[src/rtl/mec_pkg.sv]
package mec_pkg;

  typedef enum logic [1:0] {
    KIND_NONE    = 2'b00,
    KIND_TIMEOUT = 2'b01,
    KIND_PWRDN   = 2'b10,
    KIND_ILLEGAL = 2'b11
  } err_kind_e;

  // Highest-priority kind among the faults seen in one cycle.
  function automatic err_kind_e pick_kind(input logic pd, input logic ill, input logic tmo);
    if (pd)       return KIND_PWRDN;
    else if (ill) return KIND_ILLEGAL;
    else if (tmo) return KIND_TIMEOUT;
    else          return KIND_NONE;
  endfunction

  // Number of faults raised in one cycle.
  function automatic logic [1:0] fault_count(input logic pd, input logic ill, input logic tmo);
    return {1'b0, pd} + {1'b0, ill} + {1'b0, tmo};
  endfunction

endpackage

[src/rtl/mec_req_track.sv]
module mec_req_track (
  input  logic clk,
  input  logic rst_n,
  input  logic req_valid,
  input  logic req_accept,
  output logic new_req,
  output logic open_q
);

  always_ff @(posedge clk) begin
    if (!rst_n) open_q <= 1'b0;
    else        open_q <= req_valid && !req_accept;
  end

  assign new_req = req_valid && !open_q;

  // after an accept, the next valid cycle starts a fresh request
  p_accept_restarts_r6: assert property (@(posedge clk) disable iff (!rst_n)
    (req_valid && req_accept) |=> (!req_valid || new_req));

endmodule

[src/rtl/mec_wait_timer.sv]
module mec_wait_timer #(
  parameter int CW = 16
) (
  input  logic          clk,
  input  logic          rst_n,
  input  logic          req_valid,
  input  logic          req_accept,
  input  logic          new_req,
  input  logic [CW-1:0] limit,
  output logic          tmo_evt
);

  logic [CW-1:0] count_q;
  logic [CW-1:0] base;
  logic          waiting;

  // True when one more unaccepted cycle makes the wait reach the limit.
  function automatic logic reaches_limit(input logic [CW-1:0] done, input logic [CW-1:0] lim);
    return (lim != '0) && ({1'b0, done} + 1'b1 == {1'b0, lim});
  endfunction

  assign waiting = req_valid && !req_accept;
  assign base    = new_req ? '0 : count_q;
  assign tmo_evt = waiting && reaches_limit(base, limit);

  always_ff @(posedge clk) begin
    if (!rst_n)                         count_q <= '0;
    else if (!waiting)                  count_q <= '0;
    else if ({1'b0, base} < {1'b0, limit}) count_q <= base + 1'b1;
    else                                count_q <= base;
  end

  // a timeout is followed by silence unless a new request starts
  p_timeout_once_r11: assert property (@(posedge clk) disable iff (!rst_n)
    tmo_evt |=> (new_req || !tmo_evt));

endmodule

[src/rtl/mec_err_latch.sv]
module mec_err_latch
  import mec_pkg::*;
#(
  parameter int AW  = 32,
  parameter int IDW = 8
) (
  input  logic           clk,
  input  logic           rst_n,
  input  logic           evt_pd,
  input  logic           evt_ill,
  input  logic           evt_tmo,
  input  logic [AW-1:0]  addr,
  input  logic [IDW-1:0] initiator,
  input  logic           sw_clear,
  output logic           err_valid,
  output logic           err_overflow,
  output err_kind_e      err_kind,
  output logic [AW-1:0]  err_addr,
  output logic [IDW-1:0] err_initiator
);

  logic any_evt;
  logic multi_evt;

  assign any_evt   = evt_pd || evt_ill || evt_tmo;
  assign multi_evt = fault_count(evt_pd, evt_ill, evt_tmo) > 2'd1;

  always_ff @(posedge clk) begin
    if (!rst_n) begin
      err_valid     <= 1'b0;
      err_overflow  <= 1'b0;
      err_kind      <= KIND_NONE;
      err_addr      <= '0;
      err_initiator <= '0;
    end else if (any_evt) begin
      if (!err_valid || sw_clear) begin
        err_valid     <= 1'b1;
        err_overflow  <= multi_evt;
        err_kind      <= pick_kind(evt_pd, evt_ill, evt_tmo);
        err_addr      <= addr;
        err_initiator <= initiator;
      end else begin
        err_overflow  <= 1'b1;
      end
    end else if (sw_clear) begin
      err_valid     <= 1'b0;
      err_overflow  <= 1'b0;
      err_kind      <= KIND_NONE;
      err_addr      <= '0;
      err_initiator <= '0;
    end
  end

  // a loaded record stays put until software clears it
  p_record_holds_r7: assert property (@(posedge clk) disable iff (!rst_n)
    (err_valid && !sw_clear) |=> (err_valid && $stable(err_addr) && $stable(err_kind)
                                  && $stable(err_initiator)));

  // any fault leaves the record loaded
  p_fault_loads_r7: assert property (@(posedge clk) disable iff (!rst_n)
    any_evt |=> err_valid);

  // a clear with no fault empties the record
  p_clear_empties_r8: assert property (@(posedge clk) disable iff (!rst_n)
    (sw_clear && !any_evt) |=> (!err_valid && !err_overflow));

endmodule

[src/rtl/mem_err_capture.sv]
module mem_err_capture
  import mec_pkg::*;
#(
  parameter int AW  = 32,
  parameter int IDW = 8,
  parameter int CW  = 16
) (
  input  logic           clk,
  input  logic           rst_n,
  input  logic           req_valid,
  input  logic           req_accept,
  input  logic [AW-1:0]  req_addr,
  input  logic [IDW-1:0] req_initiator,
  input  logic           perm_ok,
  input  logic           mem_deep_pd,
  input  logic [CW-1:0]  tmo_limit,
  input  logic           err_clear,
  output logic           err_valid,
  output logic           err_overflow,
  output logic [1:0]     err_kind,
  output logic [AW-1:0]  err_addr,
  output logic [IDW-1:0] err_initiator
);

  logic      new_req;
  logic      open_q;
  logic      evt_pd;
  logic      evt_ill;
  logic      evt_tmo;
  err_kind_e kind_q;

  mec_req_track u_track (
    .clk        (clk),
    .rst_n      (rst_n),
    .req_valid  (req_valid),
    .req_accept (req_accept),
    .new_req    (new_req),
    .open_q     (open_q)
  );

  // Start checks are judged once, in the first cycle of a request.
  assign evt_pd  = new_req && mem_deep_pd;
  assign evt_ill = new_req && !mem_deep_pd && !perm_ok;

  mec_wait_timer #(.CW(CW)) u_timer (
    .clk        (clk),
    .rst_n      (rst_n),
    .req_valid  (req_valid),
    .req_accept (req_accept),
    .new_req    (new_req),
    .limit      (tmo_limit),
    .tmo_evt    (evt_tmo)
  );

  mec_err_latch #(.AW(AW), .IDW(IDW)) u_latch (
    .clk           (clk),
    .rst_n         (rst_n),
    .evt_pd        (evt_pd),
    .evt_ill       (evt_ill),
    .evt_tmo       (evt_tmo),
    .addr          (req_addr),
    .initiator     (req_initiator),
    .sw_clear      (err_clear),
    .err_valid     (err_valid),
    .err_overflow  (err_overflow),
    .err_kind      (kind_q),
    .err_addr      (err_addr),
    .err_initiator (err_initiator)
  );

  assign err_kind = kind_q;

  // while a request is still waiting, no start fault is raised
  p_no_midwait_start_r10: assert property (@(posedge clk) disable iff (!rst_n)
    (open_q && req_valid) |-> !(evt_pd || evt_ill));

endmodule

[config.mk]
export PLATFORM = sky130hd
export DESIGN_NAME = mem_err_capture
export DESIGN_NICKNAME = d
export VERILOG_FILES = /design/src/rtl/mec_pkg.sv /design/src/rtl/mec_req_track.sv /design/src/rtl/mec_wait_timer.sv /design/src/rtl/mec_err_latch.sv /design/src/rtl/mem_err_capture.sv
export SDC_FILE = /design/constraint.sdc
export NUM_CORES = 1
export LEC_CHECK = 0
export ABC_AREA = 1
export CAP_MARGIN = 20
export CORE_MARGIN = 2
export CORE_UTILIZATION = 25
export DETAILED_ROUTE_END_ITERATION = 6
export GPL_ROUTABILITY_DRIVEN = 1
export PLACE_DENSITY = 0.57
export SETUP_SLACK_MARGIN = 0.02
export SYNTH_ARGS = -nofsm -noshare
export SYNTH_HDL_FRONTEND = slang
export SYNTH_SLANG_ARGS = --single-unit
[constraint.sdc]
create_clock -name clk -period 6.3 [get_ports clk]
set_input_delay 0.945 -clock clk [delete_from_list [all_inputs] [get_ports clk]]
set_output_delay 0.945 -clock clk [all_outputs]
set_load 0.05 [all_outputs]
==> results of run 1 <==
final timing paths:
path                                            from                   end  slack, ns  cells after the start
worst max register to register        u_track.open_q   u_timer.count_q[14]       2.98                     12
worst min register to register  u_latch.err_addr[29]  u_latch.err_addr[29]       0.46                      2
worst min-delay path            u_latch.err_addr[29]  u_latch.err_addr[29]       0.46                      2
worst max-delay path                       req_valid   u_timer.count_q[14]       2.20                     12
through the flow:
step | cell area, um2 | hold WS (ns) | std cells | utilization, %
floorplan | 3780 | 0.506 | 530 | -
global placement | 4890 | 0.451 | 800 | 33.4
detailed placement | 4890 | 0.453 | 800 | 33.4
CTS | 5200 | 0.464 | 816 | 35.5
global route | 5200 | 0.480 | 816 | 35.5
finish | 5200 | 0.460 | 816 | 35.5
cell usage after synthesis, types with 4 or more instances:
cell type and instances:
buf_6 5, nand2_2 9, dfxtp_1 61, nand2_1 122
inv_1 53, buf_8 4, clkbuf_1 6, nor2_2 9
nand3_1 72, nand4_1 9, a21oi_1 61, o21ai_0 17
inv_2 4, nand3_2 7, nor2_1 26, ha_1 18
registers in the layout, summed over array words and instances, names as in the netlist:
signal / cells
u_latch.err_addr: 32
u_timer.count_q: 16
u_latch.err_initiator: 8
u_latch.err_kind: 2
u_latch.err_overflow: 1
u_latch.err_valid: 1
u_track.open_q: 1
logic make-up after synthesis:
| logic type | after synthesis | share of synthesized area (%) |
|---|---|---|
| and+or+nand+nor | 271 | 35.2 |
| adders and majority gates | 18 | 5.96 |
| AOI/OAI and AO/OA | 93 | 13.4 |
| xor gates and xnor gates | 6 | 2.32 |
| DFF | 61 | 32.3 |
| buffers and inverters | 81 | 10.9 |
layout make-up:
type	instances	share of cell area, %
Clock buffer	9	4.33
Clock inverter	7	1.47
Timing Repair Buffer	107	20.6
Multi-Input combinational cell	388	41.4
Tap cell	184	4.43
Inverter	60	4.33
Sequential cell	61	23.5
cell usage in the layout (no fill, tap or decap), types with 3 or more instances in the layout:
| cell | netlist | final |
|---|---|---|
| a21oi_1 | 61 | 61 |
| a21oi_2 | 3 | 3 |
| clkbuf_16 | 0 | 9 |
| clkdlybuf4s50_1 | 0 | 106 |
| clkinv_1 | 3 | 3 |
| clkinv_4 | 0 | 3 |
| dfxtp_1 | 61 | 61 |
| ha_1 | 18 | 18 |
| inv_1 | 53 | 53 |
| inv_2 | 4 | 4 |
| nand2_1 | 122 | 122 |
| nand2_2 | 9 | 9 |
| nand3_1 | 72 | 72 |
| nand3_2 | 7 | 7 |
| nand3b_1 | 3 | 3 |
| nand4_1 | 9 | 9 |
| nor2_1 | 26 | 26 |
| nor2_2 | 9 | 9 |
| nor2_4 | 3 | 3 |
| o211ai_1 | 3 | 3 |
| o21ai_0 | 17 | 17 |
| xor2_1 | 3 | 3 |
report_power, final:
group,internal (uW),switching [uW],total (uW)
registers,401,7.88,409
clock network,307,202,509
logic,81.7,125,207
critical path: cells and delay by family:
| kind | cells | cell delay (ns) |
|---|---|---|
| AO/OA/AOI/OAI | 4 | 0.96 |
| buffers and inverters | 4 | 1.24 |
| adder cells (fa/ha/maj) | 1 | 0.29 |
| AND/OR/NAND/NOR | 3 | 0.85 |
per-layer routing:
metal | GRT usage (%) | share of wire [%] | up-vias
li1 | - | - | 1960
met1 | 19.4 | 46 | 1797
met2 | 24.6 | 48 | 100
met3 | 3.35 | 4.4 | 16
met4 | 4.46 | 1.7 | 0
met5 | 0 | 0 | -
==> results.toml, run 1 <==
[outcome]
status = "complete, no violations"

[grt]
grtUsageTotal_pct = 14.9
grt_overflow = 0
grt_pass1_vias = 3807
grt_max_degree = 47
grt_pass1_wl_um = 19200
antenna_found_initial = 0

[die]
die_w_um = 127
die_height_um = 127
pin_count = 107
rows = 44
dieArea_um2 = 16100
coreArea_um2 = 14600
initial_core_util_pct = 25.8

[clock_network]
htree_levels = 3
root_buffer = "clkbuf_16"
clock-sinks = 61
ctsHoldBuffers = 0
tritoncts = "yes"
cts_resized = 0
path_clk_slew_ns = 0.06
cts_buffers = 9
clkLatencyLatePin_ns = 0.34
clockBufferDepth = 2
postCtsSetupRepairBufs = 0

[synth]
syn_nets = 611
yosysUniqueCellTypes = 43
yosys.area.top_type = "dfxtp_1"
ys_seq_elements = 61
yosysSeqAreaShare_pct = 32.3
synth-async-reset-ratio_pct = 0
synth_edf_count = 0
synth_top_area_share_pct = 32.3
ys_warn_count = 0
post_synth_instance_area_um2 = 3780
avgSynthCellArea_um2 = 7.13
synthFlopType = "dfxtp_1"
synth_cells = 530
yosys-top-cells-area = "dfxtp_1, nand2_1, nand3_1, a21oi_1, ha_1"

[cells_and_area]
diodes = 0
nNetsFinal = 708
fill_cells = 1571
multi_input_area_um2 = 2150
area_delta_synth_final_pct = 37.4
drive_above_1_share_pct = 9.49
register_area_um2 = 1220

[timing]
fin_ws_ns = 2.20
max_slew_margin_pct = 31.8
period_minus_slack_ns = 4.10
rsz0062_at_grt = "no"
fmax_mhz = 244
hold_viol = 0
skew_ns = 0.00649
setup_viol = 0
tightestPinTransition_ns = 1.02
fin_setup_tns_ns = 0
period_share_pct = 65.1
final-max-slew-violation-count = 0

[worst_setup_path]
slowest_delay_ns = 0.59
arrival_ns = 4.31
cp_slowest_cell = "clkinv_1"
cp_cell_sequence = "clkdlybuf4s50_1 > nand2_4 > nand2_1 > inv_2 > ha_1 > inv_1 > o31ai_1 > a21oi_1 > nand2_1 > clkinv_1 > o21ai_0 > a31oi_1"
crit_fanout = 26
end_kind = "flop"
required_ns = 6.51
cpMostUsedCell = "nand2_1"
cp-start-kind = "input port"
worstSetupPathType = "in2reg"

[detailed_routing]
drtIter0Drc = 272
routedWlPerCell_um = 14.6
vias = 3873
finalWirelength_um = 11900
avgViaCountPerCell = 4.75
first_pass_iters = 5
drcViolationCount = 0
antenna_left = 0

[pwr]
p_leak_uw = 0.00212
peakVddDrop_uv = 134
power.total_uw = 1120
power.density_nw_per_um2 = 216

[placement]
portBuffers = 106
place_ws_ns = 1.89
gp_congestion = 0.941
post-dp-hpwl_um = 8880

[run]
drv_cap = 0

[hold_path]
hp-class = "reg2reg"
Note: power is estimated with default switching activity, not from simulation.
==> inputs of run 2 (changes only) <==
Clock period 6.3 ns to 4 ns, I/O delays scaled along.
==> results.toml, run 2 (same netlist as run 1, synthesis figures left out) <==
[outcome]
status = "complete, no violations"

[clock_network]
tritoncts = "yes"
ctsHoldBuffers = 0
clockBufferDepth = 2
clkLatencyLatePin_ns = 0.34
root_buffer = "clkbuf_16"
cts_buffers = 9
htree_levels = 3
postCtsSetupRepairBufs = 0
clock-sinks = 61
cts_resized = 0
path_clk_slew_ns = 0.06

[cells_and_area]
largest_reg_flops = 32
final_cell_mix = "nand2_1, clkdlybuf4s50_1, nand3_1"
layout_commonest_cell = "nand2_1"
drive_above_1_share_pct = 10.1
nNetsFinal = 713
largest_register = "u_latch.err_addr"
fill_cells = 1506
fin_area_um2 = 5270
area_delta_synth_final_pct = 39.3
reg.largest.list = "u_latch.err_addr (32), u_timer.count_q (16), u_latch.err_initiator (8)"
diodes = 0

[detailed_routing]
drtIter0Drc = 177
antenna_left = 0
drcViolationCount = 0
vias = 3819
avgViaCountPerCell = 4.66
routedWlPerCell_um = 14.1
finalWirelength_um = 11600
first_pass_iters = 4

[grt]
grtUsageTotal_pct = 14.5
grt_pass1_vias = 3761
grt_overflow = 0
grt_pass1_wl_um = 18600
grt_max_degree = 43
antenna_found_initial = 0

[worst_setup_path]
crit_fanout = 6
reg2reg_to = "u_latch.err_overflow"
arrival_ns = 3.63
required_ns = 4.21
r2r_start = "u_track.open_q"
worstSetupPathType = "in2reg"
end_kind = "flop"
cp-start-kind = "input port"
reg2reg_slack_ns = 1.00
r2r_cells = 17

[timing]
hold_slack_ns = 0.458
rsz0062_at_grt = "no"
fin_ws_ns = 0.573
period_share_pct = 85.7
final-max-slew-violation-count = 0
skew_ns = 0.00868
setup_viol = 0
fin_setup_tns_ns = 0
tightestPinTransition_ns = 0.906
fmax_mhz = 292
max_slew_margin_pct = 39.3
hold_viol = 0
period_minus_slack_ns = 3.43

[pwr]
p_leak_uw = 0.00216
power.density_nw_per_um2 = 350
peakVddDrop_uv = 187

[placement]
gp_congestion = 0.905
place_ws_ns = 0.259
dpl-instance-area_um2 = 4930
portBuffers = 106
post-dp-hpwl_um = 8980

[hold_path]
min_to = "u_latch.err_kind[1]"
hp-class = "reg2reg"
whs_path_depth = 2
hp-start = "u_latch.err_kind[1]"

[die]
rows = 44
initial_core_util_pct = 25.8
pin_count = 107
die_height_um = 127
die_w_um = 127
dieArea_um2 = 16100
coreArea_um2 = 14600

[run]
drv_cap = 0
-- run 2: cell count changes in the layout (fill, tap and decap cells not counted), sizes merged --
cell and change:
clkbuf +3, clkinv -4, buf +5, bufinv +1, clkinvlp -1
-- run 2: worst max-delay path by stage --
stage	from	endpoint	cells after the start	slack, ns
floorplan	req_valid	u_latch.err_overflow	17	1.05
CTS	req_valid	u_latch.err_overflow	17	0.61
finish	req_valid	u_latch.err_overflow	17	0.57
global route	req_valid	u_latch.err_overflow	18	0.28
detailed placement	req_valid	u_latch.err_overflow	17	0.26
global placement	req_valid	u_latch.err_overflow	17	0.35
-- run 2: where the power goes --
part | total, uW | switching [uW] | leakage [uW] | internal, uW
combinational | 325 | 195 | 0.00151 | 130
clock | 875 | 282 | 0.000161 | 593
sequential | 644 | 12.4 | 0.000497 | 632
total | 1840 | 489 | 0.00216 | 1350
-- run 2: worst max-delay path: stages --
cell             delay (ns)
clkdlybuf4s50_1        0.47
nand2_4                0.12
inv_2                  0.07
nor2_1                 0.18
ha_1                   0.29
xor2_1                 0.16
or3_1                  0.37
nor3b_1                0.21
nand3b_1               0.11
nor4_1                 0.24
nand3_1                0.13
nor2_1                 0.14
ha_1                   0.24
inv_1                  0.05
o21ai_0                0.07
o21ai_1                0.13
a21oi_1                0.07
-- run 2: routing by layer --
layer / global-route usage, % / vias up / part of all wire [%]
li1: - / 1964 / -
met1: 17.9 / 1761 / 45
met2: 24.6 / 82 / 49
met3: 3.22 / 12 / 4.4
met4: 5.88 / 0 / 1.7
met5: 0 / - / 0
-- run 2: per-stage QoR --
step	utilization, %	instances	total power [uW]
CTS	36.0	820	1870
floorplan	-	530	861
detailed placement	33.7	805	984
global route	36.0	820	1920
global placement	33.7	805	982
finish	36.0	820	1840
-- run 2: cell type report --
| class | instances | area [um2] | share of cell area [%] |
|---|---|---|---|
| multi-input cells | 388 | 2150 | 40.8 |
| flip-flops and latches | 61 | 1220 | 23.2 |
| repair buffers | 112 | 1110 | 21.0 |
| clock buffers | 12 | 267 | 5.06 |
| well taps | 184 | 230 | 4.37 |
| inverters | 60 | 225 | 4.28 |
| clock inverters | 3 | 67.6 | 1.28 |
